File: config.mk
export PLATFORM = sky130hd
export DESIGN_NAME = blkx_engine
export DESIGN_NICKNAME = d
export VERILOG_FILES = /design/src/rtl/blkx_pkg.sv /design/src/rtl/blkx_decode.sv /design/src/rtl/blkx_ptrstep.sv /design/src/rtl/blkx_flagcalc.sv /design/src/rtl/blkx_engine.sv
export SDC_FILE = /design/constraint.sdc
export NUM_CORES = 1
export LEC_CHECK = 0
export BUFFER_PORTS_ARGS = -buffer_cell sky130_fd_sc_hd__buf_2
export CORE_ASPECT_RATIO = 1.2
export CORE_MARGIN = 1.5
export CORE_UTILIZATION = 30
export DETAILED_ROUTE_END_ITERATION = 10
export GPL_TIMING_DRIVEN = 0
export SYNTH_ARGS = -nofsm -noshare
export SYNTH_HDL_FRONTEND = slang
export SYNTH_SLANG_ARGS = --single-unit
File: constraint.sdc
create_clock -name clk -period 3.1 [get_ports clk]
set_input_delay 0.31 -clock clk [delete_from_list [all_inputs] [get_ports clk]]
set_output_delay 0.31 -clock clk [all_outputs]
set_load 0.005 [all_outputs]
File: src/rtl/blkx_pkg.sv
package blkx_pkg;

  localparam int FL_S = 7;
  localparam int FL_Z = 6;
  localparam int FL_H = 4;
  localparam int FL_P = 2;
  localparam int FL_N = 1;
  localparam int FL_C = 0;

  typedef struct packed {
    logic legal;
    logic cmp;
    logic down;
    logic rep;
  } blkx_op_t;

  typedef enum logic [1:0] {
    ST_IDLE  = 2'd0,
    ST_READ  = 2'd1,
    ST_WRITE = 2'd2
  } blkx_state_t;

  // copy step: H and N cleared, P from counter, rest kept
  function automatic logic [7:0] copy_flags(input logic [7:0] f_old, input logic cnt_nz);
    logic [7:0] f;
    f = f_old;
    f[FL_H] = 1'b0;
    f[FL_N] = 1'b0;
    f[FL_P] = cnt_nz;
    return f;
  endfunction

  // search step: discarded subtraction acc - byte
  function automatic logic [7:0] search_flags(input logic [7:0] f_old, input logic [7:0] a,
                                              input logic [7:0] m, input logic cnt_nz);
    logic [7:0] diff;
    logic [7:0] f;
    diff = a - m;
    f = f_old;
    f[FL_S] = diff[7];
    f[FL_Z] = (diff == 8'h00);
    f[FL_H] = (a[3:0] < m[3:0]);
    f[FL_P] = cnt_nz;
    f[FL_N] = 1'b1;
    return f;
  endfunction

endpackage

File: src/rtl/blkx_decode.sv
module blkx_decode
  import blkx_pkg::*;
(
  input  logic [7:0] opcode_i,
  output blkx_op_t   op_o
);
  always_comb begin
    op_o.legal = (opcode_i[7:5] == 3'b101) && (opcode_i[2:1] == 2'b00);
    op_o.cmp   = opcode_i[0];
    op_o.down  = opcode_i[3];
    op_o.rep   = opcode_i[4];
  end
endmodule

File: src/rtl/blkx_ptrstep.sv
module blkx_ptrstep #(
  parameter int W = 16
) (
  input  logic [W-1:0] ptr_i,
  input  logic         down_i,
  output logic [W-1:0] ptr_o
);
  localparam logic [W-1:0] ONE = W'(1);
  assign ptr_o = down_i ? (ptr_i - ONE) : (ptr_i + ONE);
endmodule

File: src/rtl/blkx_flagcalc.sv
module blkx_flagcalc
  import blkx_pkg::*;
(
  input  logic       cmp_i,
  input  logic [7:0] flags_i,
  input  logic [7:0] acc_i,
  input  logic [7:0] byte_i,
  input  logic       cnt_nz_i,
  output logic [7:0] flags_o,
  output logic       match_o
);
  assign flags_o = cmp_i ? search_flags(flags_i, acc_i, byte_i, cnt_nz_i)
                         : copy_flags(flags_i, cnt_nz_i);
  assign match_o = (acc_i == byte_i);
endmodule

File: src/rtl/blkx_engine.sv
module blkx_engine
  import blkx_pkg::*;
#(
  parameter int AW = 16
) (
  input  logic          clk,
  input  logic          rst_n,
  input  logic          ld_en,
  input  logic [AW-1:0] ld_hl,
  input  logic [AW-1:0] ld_de,
  input  logic [AW-1:0] ld_bc,
  input  logic [7:0]    ld_acc,
  input  logic [7:0]    ld_flags,
  input  logic          start,
  input  logic [7:0]    opcode,
  output logic          busy,
  output logic          done,
  output logic          illegal,
  output logic [AW-1:0] hl,
  output logic [AW-1:0] de,
  output logic [AW-1:0] bc,
  output logic [7:0]    acc,
  output logic [7:0]    flags,
  output logic [AW-1:0] mem_addr,
  output logic [7:0]    mem_wdata,
  output logic          mem_we,
  output logic          mem_valid,
  input  logic          mem_ready,
  input  logic [7:0]    mem_rdata
);
  localparam logic [AW-1:0] ONE = AW'(1);

  blkx_state_t   state_q;
  blkx_op_t      op_q, dec_op;
  logic [AW-1:0] hl_q, de_q, bc_q;
  logic [AW-1:0] hl_nx, de_nx, bc_nx;
  logic [7:0]    acc_q, flags_q, byte_q, flags_nx;
  logic          done_q, ill_q, match;

  // named events for checking
  logic step_evt, last_step, ld_take;

  blkx_decode u_dec (.opcode_i(opcode), .op_o(dec_op));

  blkx_ptrstep #(.W(AW)) u_hl_step (.ptr_i(hl_q), .down_i(op_q.down), .ptr_o(hl_nx));
  blkx_ptrstep #(.W(AW)) u_de_step (.ptr_i(de_q), .down_i(op_q.down), .ptr_o(de_nx));
  blkx_ptrstep #(.W(AW)) u_bc_step (.ptr_i(bc_q), .down_i(1'b1),      .ptr_o(bc_nx));

  blkx_flagcalc u_flags (
    .cmp_i   (op_q.cmp),
    .flags_i (flags_q),
    .acc_i   (acc_q),
    .byte_i  (mem_rdata),
    .cnt_nz_i(bc_nx != '0),
    .flags_o (flags_nx),
    .match_o (match)
  );

  assign step_evt  = mem_ready && (((state_q == ST_READ) && op_q.cmp) || (state_q == ST_WRITE));
  assign last_step = !op_q.rep || (bc_nx == '0) || (op_q.cmp && match);
  assign ld_take   = (state_q == ST_IDLE) && !start && ld_en;

  always_ff @(posedge clk) begin
    if (!rst_n) begin
      state_q <= ST_IDLE;
      op_q    <= '0;
      hl_q    <= '0;
      de_q    <= '0;
      bc_q    <= '0;
      acc_q   <= '0;
      flags_q <= '0;
      byte_q  <= '0;
      done_q  <= 1'b0;
      ill_q   <= 1'b0;
    end else begin
      done_q <= 1'b0;
      ill_q  <= 1'b0;
      case (state_q)
        ST_IDLE: begin
          if (start) begin
            if (dec_op.legal) begin
              op_q    <= dec_op;
              state_q <= ST_READ;
            end else begin
              done_q <= 1'b1;
              ill_q  <= 1'b1;
            end
          end else if (ld_take) begin
            hl_q    <= ld_hl;
            de_q    <= ld_de;
            bc_q    <= ld_bc;
            acc_q   <= ld_acc;
            flags_q <= ld_flags;
          end
        end
        ST_READ: begin
          if (mem_ready && !op_q.cmp) begin
            byte_q  <= mem_rdata;
            state_q <= ST_WRITE;
          end
        end
        default: ;
      endcase
      if (step_evt) begin
        hl_q    <= hl_nx;
        bc_q    <= bc_nx;
        flags_q <= flags_nx;
        if (!op_q.cmp) de_q <= de_nx;
        if (last_step) begin
          state_q <= ST_IDLE;
          done_q  <= 1'b1;
        end else begin
          state_q <= ST_READ;
        end
      end
    end
  end

  assign busy      = (state_q != ST_IDLE);
  assign done      = done_q;
  assign illegal   = ill_q;
  assign hl        = hl_q;
  assign de        = de_q;
  assign bc        = bc_q;
  assign acc       = acc_q;
  assign flags     = flags_q;
  assign mem_valid = (state_q == ST_READ) || (state_q == ST_WRITE);
  assign mem_we    = (state_q == ST_WRITE);
  assign mem_addr  = (state_q == ST_WRITE) ? de_q : hl_q;
  assign mem_wdata = byte_q;

  AST_REQ_HOLD: assert property (@(posedge clk) disable iff (!rst_n)
    mem_valid && !mem_ready |=> mem_valid && $stable(mem_addr) && $stable(mem_we) && $stable(mem_wdata));
  AST_DONE_PULSE: assert property (@(posedge clk) disable iff (!rst_n)
    done |=> !done);
  AST_ILL_WITH_DONE: assert property (@(posedge clk) disable iff (!rst_n)
    illegal |-> done && !busy);
  AST_COPY_FLAGS: assert property (@(posedge clk) disable iff (!rst_n)
    done && !illegal && !op_q.cmp |-> !flags[FL_H] && !flags[FL_N]);
  AST_SEARCH_SUB: assert property (@(posedge clk) disable iff (!rst_n)
    done && !illegal && op_q.cmp |-> flags[FL_N]);
  AST_SEARCH_NO_STORE: assert property (@(posedge clk) disable iff (!rst_n)
    mem_valid && mem_we |-> !op_q.cmp);
  AST_COUNT_STEP: assert property (@(posedge clk) disable iff (!rst_n)
    step_evt |=> bc == $past(bc) - ONE);
  AST_REP_COPY_END: assert property (@(posedge clk) disable iff (!rst_n)
    done && !illegal && op_q.rep && !op_q.cmp |-> bc == '0);
  AST_ACC_BUSY: assert property (@(posedge clk) disable iff (!rst_n)
    busy |=> $stable(acc));

endmodule

# Word level (Yosys, flattened, before mapping)
# Index checks and enable logic that the tools add are counted.
# word_totals
output_inout_bits,93
ff_bits,79
wordCells,94
input_bits,85
# classes
addsub,6
n_eq_ne,9
muxes,32
bitwise_logic,2
reduce_logical,30
n_lt_le_gt_ge,1
# ops
op,n
16-bit two-way mux,16
"16-bit by 1-bit subtractor with 16-bit output, second input constant",3
8-bit two-way mux,5
"16-bit by 1-bit adder with 16-bit output, second input constant",2
16-bit logical NOT,1
16-bit nonzero test,1
4-bit AND reduction,3
3-bit AND reduction,3
8-bit == test,1
8-bit logical NOT,1
2-bit two-way mux,4
8-bit subtractor,1
1-bit logical AND,7
1-bit two-way mux,6
"3-bit != test, second input constant",2
2-bit nonzero test,3
2-bit logical NOT,2
1-bit logical OR,4
4-bit less-than comparator,1
2-bit one-hot mux with 2 select lines,1
"3-bit == test, second input constant",1
1-bit logical NOT,3
"3-bit by 2-bit != test with 1-bit output, second input constant",1
3-bit nonzero test,1
6 further kinds,7

# Logic depth before layout (Yosys ltp)
# logic_depth
depth_word,8
ltp_mapped,10
ltp_nobuf,8

# Modules after synthesis
# Synthesis repeated with hierarchy kept, for this count alone.
# hier_totals
hier_cells,815
area_unflattened_um2,6496.2
# by_module_without_submodules
mod,cells_each,area_each_um2,instances
blkx_engine,446,3788.6,1
blkx_ptrstep (u_hl_step),110,789.5,1
blkx_ptrstep (u_de_step),98,738.2,1
blkx_ptrstep (u_bc_step),100,733.2,1
blkx_flagcalc,56,410.4,1
blkx_decode,5,36.3,1

# Worst setup path after synthesis
# Ideal clock, no wire load.
# synth_timing
path_kind,register to register
startpoint,register op_q[1] (netlist bit)
endpoint,register hl_q[12] (netlist: hl[12])
stages_incl_launch_ff,9
slack_ns,0.303
period_less_slack_ns,2.797
arrival_time_ns,2.663
path_cell_list,dfxtp_1 inv_1 fa_1 nor2b_1 o31a_1 o2111ai_1 nand2_1 a311oi_1 or4_1
# synth_between
elab_chain_len,2
# synth_rtl
item,line_no,source
from (decl),blkx_engine.sv:34,"blkx_op_t op_q, dec_op;"
from (signal assigned),blkx_engine.sv:82,op_q <= dec_op;
16-bit two-way mux,blkx_ptrstep.sv:9,assign ptr_o = down_i ? (ptr_i - ONE) : (ptr_i + ONE);
16-bit two-way mux,blkx_engine.sv:104,if (step_evt) begin
to (signal assigned),blkx_engine.sv:89,hl_q <= ld_hl;
to (signal assigned),blkx_engine.sv:105,hl_q <= hl_nx;
to (decl),blkx_engine.sv:35,"logic [AW-1:0] hl_q, de_q, bc_q;"
# Every way passes these cells.
# A chain may end at the register's enable or synchronous reset.

# Worst setup path after layout
# layout_timing
startpoint,register state_q[0]
endpoint,register de_q[8] (netlist: de[8])
# layout_between
elab_chain_len,8
# layout_rtl
item,line_no,source
from (decl),blkx_engine.sv:33,blkx_state_t state_q;
from (signal assigned),blkx_engine.sv:65,state_q <= ST_IDLE;
from (signal assigned),blkx_engine.sv:83,state_q <= ST_READ;
from (signal assigned),blkx_engine.sv:99,state_q <= ST_WRITE;
2-bit logical NOT,"blkx_engine.sv:61, blkx_engine.sv:78",
1-bit logical AND (2 in series),blkx_engine.sv:61,assign ld_take = (state_q == ST_IDLE) && !start && ld_en;
16-bit two-way mux,blkx_engine.sv:88,end else if (ld_take) begin
16-bit two-way mux,blkx_engine.sv:80,if (start) begin
16-bit two-way mux,blkx_engine.sv:78,case (state_q)
16-bit two-way mux,blkx_engine.sv:108,if (!op_q.cmp) de_q <= de_nx;
16-bit two-way mux (*),blkx_engine.sv:104,
to (signal assigned),blkx_engine.sv:90,de_q <= ld_de;
to (signal assigned),blkx_engine.sv:108,
to (decl),blkx_engine.sv:35,
# Mark *: on every way between the ends. The rest lies on a longest branch, timed or not.

==> impl_summary.log <==
INFO  metric run_status = completed
INFO  metric critical_path_arrival = between 3 and 4 ns
INFO  metric hold_ws = around 0.21 ns
INFO  metric sequential_cell_area = 1590 um^2
INFO  metric cts_tree = built
INFO  metric place.detailed.hpwl = around 15 mm
INFO  metric worst_setup_hold_path_clk_slew = 0.06 ns
INFO  metric postSynthNetCount = 857
INFO  metric ff2ff_path_depth = 10
INFO  metric dieWidth = 128 um
INFO  metric core_region_area = 18200 um^2
INFO  metric routed-via-count = about 6100
INFO  metric yosys.area_share.simple = 0.244
INFO  metric synth_cell_types = 65
INFO  metric netlist_area = 5610 um^2
INFO  metric totalNegativeSetupSlack = 0 ns
INFO  metric synth_compound_gate_area_share = 0.251
INFO  metric clkSinkCount = 79
INFO  metric critical_path_class = reg2reg
INFO  metric total_switching_power = 882 uW
INFO  metric netSwitchingFraction = 0.316
INFO  metric timing.critical_path.from = state_q[0]$_SDFFE_PN0P_
INFO  metric die_height = 153 um
INFO  metric synth_ff_type = sky130_fd_sc_hd__dfxtp_1
INFO  metric first_pass_grt_wire_length = 31.3 mm
INFO  metric crit_path_end_kind = register
INFO  metric final_antenna_net_count = 0
INFO  metric drt_pre_antenna_iters = 5
INFO  metric fmaxAchievable = 351 MHz
INFO  metric pin_count = 178
INFO  metric clock_latency_of_the_later_clocked_register_in_the_worst_skew_pair = 0.35 ns
INFO  metric timing.rr.start = state_q[0]$_SDFFE_PN0P_
INFO  metric initial_core_util = 0.307
INFO  metric leakage_power_figure = 0.00336 uW
INFO  metric synth_xor_area_frac = 0.0435
INFO  metric cts_post_setup_buffers_inserted = 0
INFO  metric finalClockSkew = 0.00639 ns
INFO  metric post_synth_fa_ha_maj_area_fraction = 0.0964
INFO  metric grt_antenna_before_repair = 1
INFO  metric share_of_total_power_in_combinational_logic = 0.219
INFO  metric crit_path_start_kind = register
INFO  metric maximum_number_of_pins_on_one_net_before_global_route_repair = 33
INFO  metric final_cell_mix = 177 x sky130_fd_sc_hd__buf_2, 150 x sky130_fd_sc_hd__nand2_1, 78 x sky130_fd_sc_hd__dfxtp_1, 48 x sky130_fd_sc_hd__a21oi_1, 40 x sky130_fd_sc_hd__ha_1
INFO  metric pwr_density_cell = 395 nW/um^2
INFO  metric cts-root-to-sink-buffers = 2
INFO  metric critical_path_data_required_time = 3.36 ns
INFO  metric final_cell_count_no_fill = 1148
INFO  metric number_of_flops_mapped_to_enable_cells_by_yosys = 0
INFO  metric wirelength = around 20 mm
INFO  metric timing.final.setup_violations = 0
INFO  metric post-place-cells = 1131
INFO  metric timing.final.crit_share = 0.918
INFO  metric tightestPinTransition = 0.729 ns
INFO  metric unrepaired_setup_endpoints_after_global_routing = no
INFO  metric drt-initial-drc-count = about 390
INFO  metric max_slew_vio_count = 0
INFO  metric ys_warn_count = 0
INFO  metric drive_above_1_share = 0.242
INFO  metric grt_overflow_total = 0
INFO  metric final_critical_path_required_period = 2.85 ns
INFO  metric layout_setup_ws = 0.255 ns
INFO  metric grt_pass1_vias = 5768
INFO  metric drv.max_cap_violation_count = 0
INFO  metric route.detailed.drc = 0
INFO  metric dieArea = 19500 um^2
INFO  metric irDropWorstVdd = 0.265 mV
INFO  metric pwr-share-seq = 0.410
INFO  metric multi_input_comb_area = 3770 um^2
INFO  metric main_combinational_cell_family_by_area_after_synthesis = compound AO/OA/AOI/OAI gates
INFO  metric gr-usage-all-layers = 0.206
INFO  metric row_count = 54
INFO  metric area.growth.synth_to_final = 26.0%
INFO  metric worstHoldStart = ld_flags[5]
INFO  metric cts_root_buf = sky130_fd_sc_hd__clkbuf_16
INFO  metric h-tree-depth = 3
INFO  metric synth.ff_latch_count = between 70 and 80
INFO  metric cts-buffers-inserted = 9
INFO  metric biggest_fanout_along_the_worst_timing_path = 10
INFO  metric via_density_per_instance = 5.27
INFO  metric most_frequent_standard_cell_in_the_layout_excluding_fill_and_tap_cells = sky130_fd_sc_hd__buf_2
INFO  metric worstHoldPathType = in2reg
INFO  metric layout.core_utilization = 0.387
INFO  metric nFillCells = 1965
INFO  metric cell_count_after_synthesis = 730
INFO  metric portBuffers = between 150 and 200
INFO  metric final-hold-violation-count = 0
INFO  metric post_synth.cell_area_avg = 7.68 um^2
INFO  metric dp_slack = -0.425 ns
INFO  metric num-nets-final = 1045
INFO  metric drt_wl_cell = 17.6 um
INFO  metric globalplace.congestion = 0.863
INFO  metric synth_seq_area_share = 0.282
INFO  metric slew_headroom = 0.514
INFO  metric synth.mux.area_fraction = 0.0373
INFO  metric clkPwrFrac = 0.371
INFO  metric timing.hold.worst_path_depth = 3
INFO  metric internal-power = 1910 uW
INFO  metric async_flop_share = 0
power groups by stage:
stage | Combinational, uW | Clock (uW) | Sequential (uW)
after floorplan | 372 | 0 | 1150
after global placement | 606 | 0 | 1170
after detailed placement | 610 | 0 | 1170
after CTS | 614 | 1060 | 1140
after global routing | 684 | 1090 | 1150
final | 612 | 1040 | 1140
per-layer routing:
metal / vias up / track usage / share of wire / wire length [um]
met1: 2815 / 0.256 / 0.43 / 8650
li1: 3029 / - / - / -
met5: - / 0 / 0 / 0
met3: 24 / 0.0284 / 0.051 / 1030
met4: 0 / 0.0621 / 0.017 / 335
met2: 183 / 0.365 / 0.50 / 10100
layout make-up:
cell class / instances / area share
diodes: 1 / 0.000354
plain buffers: 36 / 0.0214
clock buffers: 10 / 0.0338
clock inverters: 6 / 0.00637
inverters: 29 / 0.0154
multi-input cells: 586 / 0.533
flip-flops and latches: 79 / 0.224
well taps: 224 / 0.0397
repair buffers: 177 / 0.125
critical path: stages (launching register included):
cell and delay, ns:
sky130_fd_sc_hd__dfxtp_1 0.32, sky130_fd_sc_hd__inv_1 0.11, sky130_fd_sc_hd__ha_1 0.22, sky130_fd_sc_hd__inv_1 0.10, sky130_fd_sc_hd__nor3b_1 0.35, sky130_fd_sc_hd__clkbuf_1 0.59, sky130_fd_sc_hd__clkbuf_1 0.58, sky130_fd_sc_hd__nand2_1 0.12
sky130_fd_sc_hd__nand3_1 0.10, sky130_fd_sc_hd__nand2_1 0.08, sky130_fd_sc_hd__nor3_1 0.18
what timing repair did:
item                                    in CTS  in global routing
endpoints found under the setup margin      13                  9
resized for setup                            1                  3
hold buffers                                 0                  0
cell usage after synthesis (3+ instances only):
cell,count,area share
sky130_fd_sc_hd__nor4_1,5,0.0056
sky130_fd_sc_hd__a31oi_1,8,0.0089
sky130_fd_sc_hd__mux2i_1,4,0.0071
sky130_fd_sc_hd__nand3_1,39,0.035
sky130_fd_sc_hd__ha_1,40,0.089
sky130_fd_sc_hd__o211a_1,10,0.018
sky130_fd_sc_hd__clkbuf_1,28,0.019
sky130_fd_sc_hd__nor2_1,30,0.020
sky130_fd_sc_hd__nor3_1,14,0.012
sky130_fd_sc_hd__o21ai_0,38,0.034
sky130_fd_sc_hd__xnor2_1,16,0.025
sky130_fd_sc_hd__o211ai_1,10,0.013
sky130_fd_sc_hd__and3_1,13,0.014
sky130_fd_sc_hd__or3_1,3,0.0033
sky130_fd_sc_hd__dfxtp_1,79,0.28
sky130_fd_sc_hd__nand2_1,150,0.10
sky130_fd_sc_hd__a21boi_0,27,0.036
sky130_fd_sc_hd__buf_1,6,0.0040
sky130_fd_sc_hd__a21oi_1,48,0.043
sky130_fd_sc_hd__nand2b_1,4,0.0045
sky130_fd_sc_hd__a211oi_1,17,0.023
sky130_fd_sc_hd__inv_1,29,0.019
sky130_fd_sc_hd__nor2b_1,11,0.012
sky130_fd_sc_hd__a311oi_1,4,0.0062
sky130_fd_sc_hd__xor2_1,10,0.016
sky130_fd_sc_hd__mux2_2,15,0.030
sky130_fd_sc_hd__o21a_1,6,0.0080
sky130_fd_sc_hd__a21o_1,9,0.012
worst paths after layout:
kind                                                   to  slack [ns]
worst max register to register           de[8]$_SDFF_PN0_        0.25
worst min-delay path                flags[5]$_SDFFE_PN0P_        0.21
worst max-delay path                     de[8]$_SDFF_PN0_        0.25
worst min register to register  mem_wdata[4]$_SDFFE_PN0P_        0.46
sequential cells by signal (all words and copies together), names as in the netlist:
name	count
bc	16
de	16
hl	16
acc	8
flags	8
mem_wdata	8
op_q	3
state_q	2
done	1
illegal	1
stage by stage:
step	total power, uW	instance area, um^2
floorplan	1520	5610
global placement	1770	6780
detailed placement	1780	6780
CTS	2820	7060
global route	2930	7070
finish	2790	7070
kinds of logic after synthesis:
group | count (synthesis)
adders and majority gates | 42
DFF | 79
buffers and inverters | 65
AOI/OAI and AO/OA | 207
xor gates and xnor gates | 27
muxes | 19
and+or+nand+nor | 291
Power figures use the tool's default switching activity.
